<file path="config.mk">
export PLATFORM = sky130hd
export DESIGN_NAME = tlm_frame_sync
export DESIGN_NICKNAME = d
export VERILOG_FILES = /design/src/rtl/fsync_pkg.sv /design/src/rtl/fsync_regs.sv /design/src/rtl/fsync_source.sv /design/src/rtl/fsync_corr.sv /design/src/rtl/fsync_ctrl.sv /design/src/rtl/tlm_frame_sync.sv
export SDC_FILE = /design/constraint.sdc
export NUM_CORES = 1
export LEC_CHECK = 0
export ABC_AREA = 1
export BUFFER_PORTS_ARGS = -buffer_cell sky130_fd_sc_hd__buf_2
export CELL_PAD_IN_SITES_DETAIL_PLACEMENT = 2
export CELL_PAD_IN_SITES_GLOBAL_PLACEMENT = 2
export CORE_ASPECT_RATIO = 1.2
export CORE_MARGIN = 5
export CORE_UTILIZATION = 36
export CTS_CLUSTER_SIZE = 20
export DETAILED_ROUTE_END_ITERATION = 12
export GPL_ROUTABILITY_DRIVEN = 0
export HOLD_SLACK_MARGIN = 0.15
export PLACE_DENSITY_LB_ADDON = 0.1
export SLEW_MARGIN = 20
export SYNTH_ARGS = -nofsm -noshare
export SYNTH_HDL_FRONTEND = slang
export SYNTH_SLANG_ARGS = --single-unit
</file>
<file path="constraint.sdc">
create_clock -name clk -period 12.1 [get_ports clk]
set_input_delay 0 -clock clk [delete_from_list [all_inputs] [get_ports clk]]
set_output_delay 0 -clock clk [all_outputs]
set_load 0.005 [all_outputs]
</file>
<file path="src/rtl/fsync_pkg.sv">
package fsync_pkg;
  typedef enum logic [1:0] {
    ST_SEARCH = 2'd0,
    ST_CHECK  = 2'd1,
    ST_LOCK   = 2'd2
  } fsync_state_e;

  localparam int REG_PAT   = 0;
  localparam int REG_MASK  = 1;
  localparam int REG_LEN   = 2;
  localparam int REG_LIMIT = 3;
  localparam int REG_COUNT = 4;
  localparam int REG_CTRL  = 5;

  localparam logic [1:0] SRC_RECOV = 2'd0;
  localparam logic [1:0] SRC_EXT   = 2'd1;
endpackage

</file>
<file path="src/rtl/fsync_regs.sv">
module fsync_regs #(
  parameter int PAT_W   = 32,
  parameter int LEN_W   = 16,
  parameter int LIM_W   = 6,
  parameter int CNT_W   = 8,
  parameter int DATA_W  = 32,
  parameter int ADDR_W  = 3,
  parameter int DEF_LEN = 256
) (
  input  logic              clk,
  input  logic              rst,
  input  logic              we,
  input  logic [ADDR_W-1:0] addr,
  input  logic [DATA_W-1:0] wdata,
  output logic [PAT_W-1:0]  pat,
  output logic [PAT_W-1:0]  mask,
  output logic [LEN_W-1:0]  len,
  output logic [LIM_W-1:0]  lim_search,
  output logic [LIM_W-1:0]  lim_check,
  output logic [LIM_W-1:0]  lim_lock,
  output logic [CNT_W-1:0]  need_good,
  output logic [CNT_W-1:0]  need_bad,
  output logic              auto_pol,
  output logic              slip_en,
  output logic [1:0]        src_sel
);
  import fsync_pkg::*;

  logic wdata_unused;
  assign wdata_unused = ^wdata;

  always_ff @(posedge clk) begin
    if (rst) begin
      pat        <= '0;
      mask       <= '1;
      len        <= LEN_W'(DEF_LEN);
      lim_search <= '0;
      lim_check  <= '0;
      lim_lock   <= '0;
      need_good  <= CNT_W'(1);
      need_bad   <= CNT_W'(1);
      auto_pol   <= 1'b0;
      slip_en    <= 1'b0;
      src_sel    <= SRC_RECOV;
    end else if (we) begin
      case (addr)
        ADDR_W'(REG_PAT):   pat  <= wdata[PAT_W-1:0];
        ADDR_W'(REG_MASK):  mask <= wdata[PAT_W-1:0];
        ADDR_W'(REG_LEN):   len  <= wdata[LEN_W-1:0];
        ADDR_W'(REG_LIMIT): begin
          lim_search <= wdata[LIM_W-1:0];
          lim_check  <= wdata[8+LIM_W-1:8];
          lim_lock   <= wdata[16+LIM_W-1:16];
        end
        ADDR_W'(REG_COUNT): begin
          need_good <= wdata[CNT_W-1:0];
          need_bad  <= wdata[8+CNT_W-1:8];
        end
        ADDR_W'(REG_CTRL): begin
          auto_pol <= wdata[0];
          slip_en  <= wdata[1];
          src_sel  <= wdata[3:2];
        end
        default: ;
      endcase
    end
  end
endmodule

</file>
<file path="src/rtl/fsync_source.sv">
module fsync_source #(
  parameter int PAT_W = 32,
  parameter int LEN_W = 16
) (
  input  logic             clk,
  input  logic             rst,
  input  logic             bit_en,
  input  logic [1:0]       src_sel,
  input  logic             rec_bit,
  input  logic             ext_bit,
  input  logic [PAT_W-1:0] pat,
  input  logic [LEN_W-1:0] len,
  output logic             bit_o
);
  import fsync_pkg::*;

  localparam int PIDX_W = (PAT_W > 1) ? $clog2(PAT_W) : 1;

  logic [LEN_W-1:0]  gen_pos;
  logic [LEN_W-1:0]  gen_dist;
  logic [PIDX_W-1:0] gen_idx;
  logic              gen_bit;
  logic              gen_sel;

  assign gen_sel  = (src_sel != SRC_RECOV) && (src_sel != SRC_EXT);
  assign gen_dist = len - LEN_W'(1) - gen_pos;
  assign gen_idx  = gen_dist[PIDX_W-1:0];
  assign gen_bit  = (gen_dist < LEN_W'(PAT_W)) ? pat[gen_idx] : 1'b0;

  always_ff @(posedge clk) begin
    if (rst) begin
      gen_pos <= '0;
    end else if (bit_en && gen_sel) begin
      gen_pos <= (gen_pos >= len - LEN_W'(1)) ? '0 : gen_pos + LEN_W'(1);
    end
  end

  always_comb begin
    case (src_sel)
      SRC_RECOV: bit_o = rec_bit;
      SRC_EXT:   bit_o = ext_bit;
      default:   bit_o = gen_bit;
    endcase
  end
endmodule

</file>
<file path="src/rtl/fsync_corr.sv">
module fsync_corr #(
  parameter int PAT_W = 32,
  parameter int LIM_W = 6
) (
  input  logic             clk,
  input  logic             rst,
  input  logic             bit_en,
  input  logic             din,
  input  logic [PAT_W-1:0] pat,
  input  logic [PAT_W-1:0] mask,
  output logic [LIM_W-1:0] err_true,
  output logic [LIM_W-1:0] err_inv
);
  logic [PAT_W-1:0] win;
  logic [PAT_W-1:0] nwin;

  function automatic logic [LIM_W-1:0] popcnt(input logic [PAT_W-1:0] v);
    logic [LIM_W-1:0] s;
    s = '0;
    for (int i = 0; i < PAT_W; i++) s = s + LIM_W'(v[i]);
    return s;
  endfunction

  assign nwin     = {win[PAT_W-2:0], din};
  assign err_true = popcnt((nwin ^ pat) & mask);
  assign err_inv  = popcnt((nwin ^ ~pat) & mask);

  always_ff @(posedge clk) begin
    if (rst)         win <= '0;
    else if (bit_en) win <= nwin;
  end
endmodule

</file>
<file path="src/rtl/fsync_ctrl.sv">
module fsync_ctrl #(
  parameter int LEN_W = 16,
  parameter int LIM_W = 6,
  parameter int CNT_W = 8
) (
  input  logic             clk,
  input  logic             rst,
  input  logic             bit_en,
  input  logic             din,
  input  logic [LIM_W-1:0] err_true,
  input  logic [LIM_W-1:0] err_inv,
  input  logic [LEN_W-1:0] len,
  input  logic [LIM_W-1:0] lim_search,
  input  logic [LIM_W-1:0] lim_check,
  input  logic [LIM_W-1:0] lim_lock,
  input  logic [CNT_W-1:0] need_good,
  input  logic [CNT_W-1:0] need_bad,
  input  logic             auto_pol,
  input  logic             slip_en,
  output fsync_pkg::fsync_state_e state,
  output logic             fs,
  output logic [LEN_W-1:0] pos,
  output logic             dout
);
  import fsync_pkg::*;

  fsync_state_e     st_n;
  logic [LEN_W-1:0] pos_n;
  logic             fs_n, inv, inv_n, pend, pend_n;
  logic [CNT_W-1:0] good, good_n, miss, miss_n;
  logic [CNT_W:0]   good_inc, miss_inc;
  logic [LIM_W-1:0] lim;
  logic             ok_t, ok_i, ok_cur, f_good, f_bad;
  logic             at_exp, at_early;

  assign lim      = (state == ST_SEARCH) ? lim_search :
                    (state == ST_CHECK)  ? lim_check  : lim_lock;
  assign ok_t     = err_true <= lim;
  assign ok_i     = err_inv  <= lim;
  assign ok_cur   = inv ? ok_i : ok_t;
  assign at_exp   = pos == len - LEN_W'(1);
  assign at_early = pos == len - LEN_W'(2);
  assign good_inc = {1'b0, good} + (CNT_W+1)'(1);
  assign miss_inc = {1'b0, miss} + (CNT_W+1)'(1);

  always_comb begin
    st_n   = state;
    pos_n  = at_exp ? '0 : pos + LEN_W'(1);
    fs_n   = 1'b0;
    inv_n  = inv;
    good_n = good;
    miss_n = miss;
    pend_n = 1'b0;
    f_good = 1'b0;
    f_bad  = 1'b0;
    if (state == ST_SEARCH) begin
      pos_n = '0;
      if (ok_t || (auto_pol && ok_i)) begin
        st_n   = ST_CHECK;
        fs_n   = 1'b1;
        inv_n  = !ok_t;
        good_n = '0;
      end
    end else begin
      if (slip_en && at_early && ok_cur) begin
        f_good = 1'b1;
        pos_n  = '0;
      end else if (at_exp) begin
        if (ok_cur)       f_good = 1'b1;
        else if (slip_en) pend_n = 1'b1;
        else              f_bad  = 1'b1;
      end else if (pend) begin
        if (ok_cur) begin
          f_good = 1'b1;
          pos_n  = '0;
        end else begin
          f_bad = 1'b1;
        end
      end
      if (f_good) begin
        fs_n = 1'b1;
        if (state == ST_CHECK) begin
          good_n = good_inc[CNT_W-1:0];
          if (good_inc >= {1'b0, need_good}) begin
            st_n   = ST_LOCK;
            miss_n = '0;
          end
        end else begin
          miss_n = '0;
        end
      end
      if (f_bad) begin
        if (state == ST_CHECK) begin
          st_n  = ST_SEARCH;
          pos_n = '0;
        end else begin
          miss_n = miss_inc[CNT_W-1:0];
          if (miss_inc >= {1'b0, need_bad}) begin
            st_n  = ST_SEARCH;
            pos_n = '0;
          end
        end
      end
    end
  end

  always_ff @(posedge clk) begin
    if (rst) begin
      state <= ST_SEARCH;
      pos   <= '0;
      fs    <= 1'b0;
      inv   <= 1'b0;
      good  <= '0;
      miss  <= '0;
      pend  <= 1'b0;
      dout  <= 1'b0;
    end else if (bit_en) begin
      state <= st_n;
      pos   <= pos_n;
      fs    <= fs_n;
      inv   <= inv_n;
      good  <= good_n;
      miss  <= miss_n;
      pend  <= pend_n;
      dout  <= din ^ inv_n;
    end
  end
endmodule

</file>
<file path="src/rtl/tlm_frame_sync.sv">
module tlm_frame_sync #(
  parameter int PAT_W   = 32,
  parameter int LEN_W   = 16,
  parameter int CNT_W   = 8,
  parameter int DATA_W  = 32,
  parameter int ADDR_W  = 3,
  parameter int DEF_LEN = 256
) (
  input  logic              clk,
  input  logic              rst,
  input  logic              cfg_we,
  input  logic [ADDR_W-1:0] cfg_addr,
  input  logic [DATA_W-1:0] cfg_wdata,
  input  logic              bit_en,
  input  logic              rec_bit,
  input  logic              ext_bit,
  output logic [1:0]        sync_state,
  output logic              frame_start,
  output logic [LEN_W-1:0]  frame_pos,
  output logic              data_out
);
  import fsync_pkg::*;

  localparam int LIM_W = $clog2(PAT_W + 1);

  logic [PAT_W-1:0] pat, mask;
  logic [LEN_W-1:0] len;
  logic [LIM_W-1:0] lim_search, lim_check, lim_lock, err_true, err_inv;
  logic [CNT_W-1:0] need_good, need_bad;
  logic             auto_pol, slip_en, sel_bit;
  logic [1:0]       src_sel;
  fsync_state_e     state;

  fsync_regs #(.PAT_W(PAT_W), .LEN_W(LEN_W), .LIM_W(LIM_W), .CNT_W(CNT_W),
               .DATA_W(DATA_W), .ADDR_W(ADDR_W), .DEF_LEN(DEF_LEN)) i_regs (
    .clk(clk), .rst(rst), .we(cfg_we), .addr(cfg_addr), .wdata(cfg_wdata),
    .pat(pat), .mask(mask), .len(len), .lim_search(lim_search),
    .lim_check(lim_check), .lim_lock(lim_lock), .need_good(need_good),
    .need_bad(need_bad), .auto_pol(auto_pol), .slip_en(slip_en), .src_sel(src_sel));

  fsync_source #(.PAT_W(PAT_W), .LEN_W(LEN_W)) i_source (
    .clk(clk), .rst(rst), .bit_en(bit_en), .src_sel(src_sel), .rec_bit(rec_bit),
    .ext_bit(ext_bit), .pat(pat), .len(len), .bit_o(sel_bit));

  fsync_corr #(.PAT_W(PAT_W), .LIM_W(LIM_W)) i_corr (
    .clk(clk), .rst(rst), .bit_en(bit_en), .din(sel_bit), .pat(pat), .mask(mask),
    .err_true(err_true), .err_inv(err_inv));

  fsync_ctrl #(.LEN_W(LEN_W), .LIM_W(LIM_W), .CNT_W(CNT_W)) i_ctrl (
    .clk(clk), .rst(rst), .bit_en(bit_en), .din(sel_bit), .err_true(err_true),
    .err_inv(err_inv), .len(len), .lim_search(lim_search), .lim_check(lim_check),
    .lim_lock(lim_lock), .need_good(need_good), .need_bad(need_bad),
    .auto_pol(auto_pol), .slip_en(slip_en), .state(state), .fs(frame_start),
    .pos(frame_pos), .dout(data_out));

  assign sync_state = state;
endmodule

</file>
==> results.sh, run 1 <==
export IMPL_cts_tree="built"
export IMPL_setup_viol=0
export IMPL_hold_path_depth=4
export IMPL_hold_path_class="input port to flop"
export IMPL_synthArstFlopShare_pct=0
export IMPL_cts_buffers=27
export IMPL_clockBufferDepth=3
export IMPL_worst_pin_slew_ns=0.913
export IMPL_antenna_found_initial=2
export IMPL_synth_area_per_cell_um2=6.89
export IMPL_worst_setup_path_end_kind="flop"
export IMPL_r2r_slack_ns=0.98
export IMPL_maxCapViolCount=0
export IMPL_synth_compound_area_share_pct=13.4
export IMPL_synth_top_family_by_area="simple AND/OR/NAND/NOR gates"
export IMPL_first_pass_iters=4
export IMPL_crit_slowest_cell="fa_1"
export IMPL_timing_rr_start="i_regs.len[0]"
export IMPL_status="finished, final reports clean"
export IMPL_powerDensity_nw_per_um2=271
export IMPL_synthMuxAreaShare_pct=0.0825
export IMPL_cts_clk_slew_worst_paths_ns=0.06
export IMPL_crit_fanout=16
export IMPL_cts_max_level=1
export IMPL_drc=0
export IMPL_leakage_uw=0.00749
export IMPL_drive_gt1_share_pct=7.83
export IMPL_synth_distinct_cells=50
export IMPL_syn_inst=1980
export IMPL_start_util_pct=36.2
export IMPL_area_growth_syn_to_layout_pct=15.2
export IMPL_worst_setup_path_start_kind="flop"
export IMPL_detail_route_antenna_nets=0
export IMPL_hold_viol_final=0
export IMPL_syn_nets=2135
export IMPL_rsz0062_at_grt="false"
export IMPL_cts_sinks=203
export IMPL_ys_flop_type="dfxtp_1"
export IMPL_final_common_cell="nand2_1"
export IMPL_grt_max_degree=89
export IMPL_viasPerCell=5.34
export IMPL_grt_pass1_wl_um=87100
export IMPL_reg2reg_depth=44
export IMPL_core_area_um2=37700
export IMPL_cp_startpoint="i_regs.len[0]"
export IMPL_drv_slew=0
export IMPL_portBuffers=60
export IMPL_grt_pass1_vias=15400
export IMPL_dr_first_iter_drc_count=459
export IMPL_maxSlewHeadroom_pct=39.1
export IMPL_hold_end="i_regs.mask[19]"
export IMPL_min_delay_start="cfg_wdata[19]"
export IMPL_die_w_um=188
export IMPL_arrival_ns=11.59
export IMPL_slowest_delay_ns=0.98
export IMPL_synth_warnings=0
export IMPL_yosys_area_share_simple_pct=27.8
export IMPL_fmax_ghz=0.0899
export IMPL_cp_required_ns=12.57
export IMPL_synth_enable_flop_cells=0
export IMPL_nets=2215
export IMPL_worstSetupPathType="flop to flop"
export IMPL_dieHeight_um=223
export IMPL_yosysSeqAreaShare_pct=29.8
export IMPL_hpwlAfterDp_um=40400
export IMPL_route_vias_total=13700
export IMPL_skew_ns=0.0310
export IMPL_synth_adder_area_share_pct=13.1
export IMPL_whs_ns=0.227
export IMPL_synth_xor_area_share_pct=6.09
export IMPL_cts_root_buf="clkbuf_16"
export IMPL_insertion_delay_ns=0.57
export IMPL_place_ws_ns=0.866
export IMPL_die_area_um2=41900
export IMPL_ys_seq_elements=203
export IMPL_overflow=0
export IMPL_fin_ws_ns=0.981
export IMPL_r2r_end="i_ctrl.good[5]"
export IMPL_min_period_ns=11.12
export IMPL_routedWlPerCell_um=21.9
export IMPL_syn_area_um2=13700
export IMPL_finalSetupTns_ns=0
export IMPL_layout_common_cells="367 x nand2_1, 282 x nor2_1, 279 x inv_1"
export IMPL_peakVddDrop_mv=0.315
export IMPL_cpMostUsedCell="fa_1"
export IMPL_grt_usage_pct=26.3
export IMPL_ios=61
export IMPL_fin_crit_sh_pct=91.9
export IMPL_finalWirelength_um=56000
export IMPL_rows=78
[cell families (layout without fill, tap and decap cells)]
group	count (synthesis)	after routing
buf+inv	349	450
fa+ha+maj	114	114
xor+xnor	95	95
mux	1	1
simple gates	874	874
other cells	0	1
compound gates	344	344
flops	203	203
[worst max-delay path, delay by kind of cell, from the launching register on]
family / cells / cell delay, ns
compound gates: 10 / 2.03
xor+xnor: 1 / 0.17
fa+ha+maj: 12 / 6.00
buf+inv: 6 / 0.47
flops: 1 / 0.43
simple gates: 15 / 1.92
[synth_stat cells, types with 12 or more instances]
cell,n,area (um^2)
dfxtp_1,203,4060
nand2_1,367,1380
ha_1,66,826
inv_1,280,1050
nand3b_1,18,135
nand4_1,14,87.6
nor3_1,17,85.1
a21oi_1,129,646
xnor2_1,17,149
nand2_2,12,75.1
nand3_1,123,616
clkbuf_1,55,206
xor2_1,78,683
o21ai_0,174,871
o211ai_1,18,135
fa_1,48,961
nor2_1,284,1070
[final cells by class]
cell class                      instances  area [um^2]
Antenna cell                            1         2.50
Clock buffer                           36          749
Clock inverter                         14          135
Fill cell                            4489        22000
Inverter                              285         1070
Multi-Input combinational cell       1428         8270
Sequential cell                       203         4060
Tap cell                              480          601
Timing Repair Buffer                  115          826
[timing repair]
item                                    CTS  global route
gates resized for setup                   0             1
buffers inserted                          0             0
endpoints found under the setup margin    0             3
hold buffers                             45             0
hold endpoints to repair                167             0
[how the worst max path moves through the flow]
| stage | slack (ns) | end | cells past startpoint |
|---|---|---|---|
| 6_report | 0.98 | i_ctrl.good[5] | 44 |
| 5_1_grt | 0.17 | i_ctrl.good[5] | 50 |
| 4_1_cts | 0.83 | i_ctrl.miss[4] | 45 |
| 3_5_place_dp | 0.87 | i_ctrl.miss[4] | 45 |
| 3_3_place_gp | 1.25 | i_ctrl.miss[4] | 45 |
| 2_1_floorplan | 2.81 | i_ctrl.good[7] | 47 |
[sequential cells by signal, summed over array words and instances (netlist names)]
name               flops
i_regs.pat            32
i_ctrl.miss            8
i_regs.need_good       8
i_regs.lim_search      6
i_ctrl.dout            1
i_regs.len            16
i_source.gen_pos      16
i_ctrl.pend            1
i_regs.need_bad        8
i_ctrl.fs              1
i_ctrl.pos            16
i_regs.src_sel         2
i_ctrl.good            8
i_regs.lim_lock        6
i_regs.auto_pol        1
i_corr.win            31
i_regs.lim_check       6
i_ctrl.inv             1
i_regs.slip_en         1
i_ctrl.state           2
i_regs.mask           32
[power breakdown]
part	total, uW	internal [uW]	switching [uW]
combinational	2700	986	1720
sequential	742	706	35.7
clock	816	477	338
[metal layers]
| layer | up-vias | GRT usage, % | share of wire (%) |
|---|---|---|---|
| met5 | - | 0 | 0.014 |
| met1 | 6826 | 27.2 | 37 |
| met2 | 240 | 52.0 | 54 |
| met3 | 132 | 3.15 | 3.1 |
| met4 | 2 | 12.8 | 5.7 |
| li1 | 6486 | - | - |
[metrics by stage]
| stage | power [uW] | cell area [um^2] | utilization, % | cells |
|---|---|---|---|---|
| 2_1_floorplan | 2660 | 13700 | - | 1980 |
| 3_3_place_gp | 3150 | 14400 | 38.2 | 2466 |
| 3_5_place_dp | 3390 | 14400 | 38.2 | 2466 |
| 4_1_cts | 4250 | 15700 | 41.7 | 2561 |
| 5_1_grt | 4700 | 15700 | 41.7 | 2561 |
| 6_report | 4260 | 15700 | 41.7 | 2562 |
(Power assumes the default switching activity.)
==> run 2: changes to the inputs <==
Settings changed: CORE_ASPECT_RATIO 1.2 to 1.75, CORE_UTILIZATION 36 to 37, CTS_BUF_LIST set to sky130_fd_sc_hd__clkbuf_2.
==> results.sh, run 2 (synthesis results as in run 1) <==
export IMPL_cts_buffers=52
export IMPL_rows=93
export IMPL_first_pass_iters=4
export IMPL_insertion_delay_ns=0.93
export IMPL_slowest_delay_ns=1.00
export IMPL_status="finished, final reports clean"
export IMPL_multi_input_area_um2=8270
export IMPL_start_util_pct=37.2
export IMPL_peakVddDrop_mv=0.244
export IMPL_drc=0
export IMPL_cp_required_ns=12.93
export IMPL_leakage_uw=0.00757
export IMPL_crit_slowest_cell="fa_1"
export IMPL_arrival_ns=12.08
export IMPL_route_vias_total=14500
export IMPL_dieHeight_um=264
export IMPL_ios=61
export IMPL_crit_fanout=16
export IMPL_die_area_um2=41000
export IMPL_fmax_ghz=0.0889
export IMPL_post_cts_buffers=0
export IMPL_finalWirelength_um=64500
export IMPL_viasPerCell=5.47
export IMPL_die_w_um=155
export IMPL_worstSetupPathType="flop to flop"
export IMPL_cts_root_buf="clkbuf_2"
export IMPL_area_growth_syn_to_layout_pct=15.9
export IMPL_seqCellArea_um2=4060
export IMPL_layout_common_cells="367 x nand2_1, 282 x nor2_1, 279 x inv_1"
export IMPL_drive_gt1_share_pct=8.93
export IMPL_setup_viol=0
export IMPL_powerDensity_nw_per_um2=260
export IMPL_finalPower_uw=4110
export IMPL_dr_first_iter_drc_count=479
export IMPL_routedWlPerCell_um=24.4
export IMPL_path_buf_inv=6
export IMPL_maxCapViolCount=0
export IMPL_fillCellCount=4432
export IMPL_worst_pin_slew_ns=1.03
export IMPL_drv_slew=0
export IMPL_min_period_ns=11.25
export IMPL_final_common_cell="nand2_1"
export IMPL_cts_sinks=203
export IMPL_path_delay_family="adder cells"
export IMPL_maxSlewHeadroom_pct=31.3
export IMPL_skew_ns=0.0508
export IMPL_nets=2300
export IMPL_hold_path_class="input port to flop"
export IMPL_core_area_um2=36700
export IMPL_cts_clk_slew_worst_paths_ns=0.11
export IMPL_finalSetupTns_ns=0
export IMPL_overflow=0
export IMPL_cts_max_level=2
export IMPL_hpwlAfterDp_um=42800
export IMPL_grt_usage_pct=31.2
export IMPL_antenna_found_initial=2
export IMPL_hold_viol_final=0
export IMPL_worst_setup_path_end_kind="flop"
export IMPL_portBuffers=60
export IMPL_grt_pass1_vias=17000
export IMPL_fin_crit_sh_pct=93.0
export IMPL_worst_setup_path_start_kind="flop"
export IMPL_grt_pass1_wl_um=98200
export IMPL_largestRegisters="i_regs.mask: 32 flops, i_regs.pat: 32 flops, i_corr.win: 31 flops"
export IMPL_cts_tree="built"
export IMPL_clockBufferDepth=3
export IMPL_rsz0062_at_grt="false"
export IMPL_detail_route_antenna_nets=0
export IMPL_grt_max_degree=91
run 2: final cells by class:
type,count,share of cell area (%)
diodes,1,0.0158
clock buffers,74,2.34
clock inverters,7,0.174
inverters,285,6.78
multi-input cells,1428,52.2
flip-flops and latches,203,25.7
well taps,475,3.76
repair buffers,175,9.01
run 2: timing repair:
action,in CTS,in global routing
endpoints found under the setup margin,0,5
endpoints found under the hold margin,185,0
gates resized for setup,0,1
hold buffers,105,0
run 2: report_power, final:
group	internal, uW	leakage [uW]	switching [uW]	total, uW
clock	160	0.000326	317	477
sequential	706	0.00165	37.3	743
combinational	1020	0.00559	1870	2890
run 2: path summary, 6_finish.rpt:
kind	start	to	slack [ns]	depth (start not counted)
max reg2reg	i_regs.len[0]	i_ctrl.pos[10]	0.85	43
min	cfg_addr[0]	i_regs.lim_search[3]	0.28	5
min reg2reg	i_ctrl.fs	i_ctrl.fs	0.47	2
max	i_regs.len[0]	i_ctrl.pos[10]	0.85	43
run 2: stage by stage:
stage                     util, %  cells  instance area (um^2)  hold WS, ns  worst slack, ns
after floorplan                 -   1980                 13700       0.0691             2.81
after global placement       39.2   2461                 14400        0.231             1.32
after detailed placement     39.2   2461                 14400        0.239             1.13
after CTS                    43.2   2647                 15800        0.190            0.997
after global routing         43.2   2648                 15800        0.239            0.197
final                        43.2   2648                 15800        0.278            0.848
run 2: worst min-delay path, stage by stage:
cell and delay, ns:
dlygate4sd3_1 0.52, buf_2 0.12, nand3_1 0.09, buf_4 0.24, a21oi_1 0.17
run 2: layer usage:
metal  vias up  track usage, %  share of wire, %
li1       6652               -                 -
met1      7244            28.5                33
met2       370            60.4                54
met3       229            4.06               2.9
met4         0            23.8               9.3
met5         -               0                 0
==> run 3: changes to the inputs <==
Settings changed: MAX_ROUTING_LAYER set to met4.
==> results.sh, run 3 (synthesis results as in run 1) <==
export IMPL_status="finished, final reports clean"
export IMPL_cts_clk_slew_worst_paths_ns=0.12
export IMPL_viasPerCell=5.47
export IMPL_hold_path_class="input port to flop"
export IMPL_grt_pass1_wl_um=98200
export IMPL_arrival_ns=12.08
export IMPL_largestRegisters="i_regs.mask: 32 flops, i_regs.pat: 32 flops, i_corr.win: 31 flops"
export IMPL_grt_usage_pct=32.1
export IMPL_core_area_um2=36700
export IMPL_worstSetupPathType="flop to flop"
export IMPL_portBuffers=60
export IMPL_min_period_ns=11.26
export IMPL_fmax_ghz=0.0888
export IMPL_first_pass_iters=4
export IMPL_route_vias_total=14500
export IMPL_worst_setup_path_start_kind="flop"
export IMPL_grt_max_degree=91
export IMPL_insertion_delay_ns=0.93
export IMPL_slowest_delay_ns=1.00
export IMPL_ios=61
export IMPL_cts_sinks=203
export IMPL_cts_buffers=52
export IMPL_antenna_found_initial=2
export IMPL_grt_pass1_vias=17000
export IMPL_powerDensity_nw_per_um2=259
export IMPL_dieHeight_um=264
export IMPL_worst_pin_slew_ns=1.02
export IMPL_crit_slowest_cell="fa_1"
export IMPL_cts_root_buf="clkbuf_2"
export IMPL_worst_setup_path_end_kind="flop"
export IMPL_fin_crit_sh_pct=93.1
export IMPL_cp_required_ns=12.92
export IMPL_die_w_um=155
export IMPL_rsz0062_at_grt="false"
export IMPL_maxCapViolCount=0
export IMPL_peakVddDrop_mv=0.244
export IMPL_overflow=0
export IMPL_area_growth_syn_to_layout_pct=15.9
export IMPL_nets=2300
export IMPL_setup_viol=0
export IMPL_cts_max_level=2
export IMPL_drv_slew=0
export IMPL_leakage_uw=0.00757
export IMPL_die_area_um2=41000
export IMPL_hpwlAfterDp_um=42800
export IMPL_start_util_pct=37.2
export IMPL_maxSlewHeadroom_pct=32.0
export IMPL_layout_common_cells="367 x nand2_1, 282 x nor2_1, 279 x inv_1"
export IMPL_rows=93
export IMPL_final_common_cell="nand2_1"
export IMPL_routedWlPerCell_um=24.3
export IMPL_detail_route_antenna_nets=0
export IMPL_crit_fanout=16
export IMPL_cts_tree="built"
export IMPL_drive_gt1_share_pct=8.93
export IMPL_clockBufferDepth=3
export IMPL_skew_ns=0.0538
export IMPL_finalWirelength_um=64400
export IMPL_finalSetupTns_ns=0
export IMPL_drc=0
export IMPL_dr_first_iter_drc_count=481
export IMPL_whs_ns=0.293
export IMPL_hold_viol_final=0
-- run 3: power breakdown --
part           switching, uW  internal [uW]  leakage, uW
Clock                    315            160     0.000326
Combinational           1860           1020      0.00559
Sequential              37.4            706      0.00165
Total                   2210           1880      0.00757
-- run 3: per-layer routing --
metal | routed length [um] | vias to the layer above | track usage, %
li1 | - | 6653 | -
met1 | 21500 | 7221 | 28.6
met2 | 35000 | 363 | 60.5
met3 | 1880 | 243 | 3.98
met4 | 5980 | 0 | 23.7
met5 | 0 | - | -
-- run 3: area by class of cell --
type / count / area, um^2
fill: 4430 / 20800
multi-input combinational: 1428 / 8270
sequential: 203 / 4060
timing repair buffer: 175 / 1430
inverter: 285 / 1070
tap: 475 / 594
clock buffer: 74 / 370
clock inverter: 7 / 27.5
antenna: 1 / 2.50
-- run 3: metrics by stage --
stage	power [uW]	worst slack [ns]	instance area [um^2]	util (%)	cells
after floorplan	2660	2.81	13700	-	1980
after global placement	3140	1.32	14400	39.2	2461
after detailed placement	3350	1.13	14400	39.2	2461
after CTS	3890	0.997	15800	43.2	2647
after global routing	4460	0.203	15800	43.2	2648
final	4090	0.838	15800	43.2	2648
-- run 3: worst paths after layout --
kind	start	endpoint	slack, ns	cells past startpoint
max	i_regs.len[0]	i_ctrl.pos[10]	0.84	43
min	cfg_addr[0]	i_regs.lim_search[3]	0.29	5
max reg2reg	i_regs.len[0]	i_ctrl.pos[10]	0.84	43
min reg2reg	i_ctrl.fs	i_ctrl.fs	0.47	2
-- run 3: worst max-delay path, delay by kind of cell, from the launching register on --
kind                     cells  cell delay (ns)
buffers and inverters        6             0.56
AO/OA/AOI/OAI               12             2.20
XOR/XNOR                     1             0.23
AND/OR/NAND/NOR             13             2.06
flip-flops                   1             0.43
adder cells (fa/ha/maj)     11             5.68
-- run 3: what timing repair did --
action	4_1_cts	5_1_grt
hold endpoints to repair	185	0
setup buffers	0	0
gates resized for setup	0	1
setup endpoints to repair	0	4
hold buffers	105	0
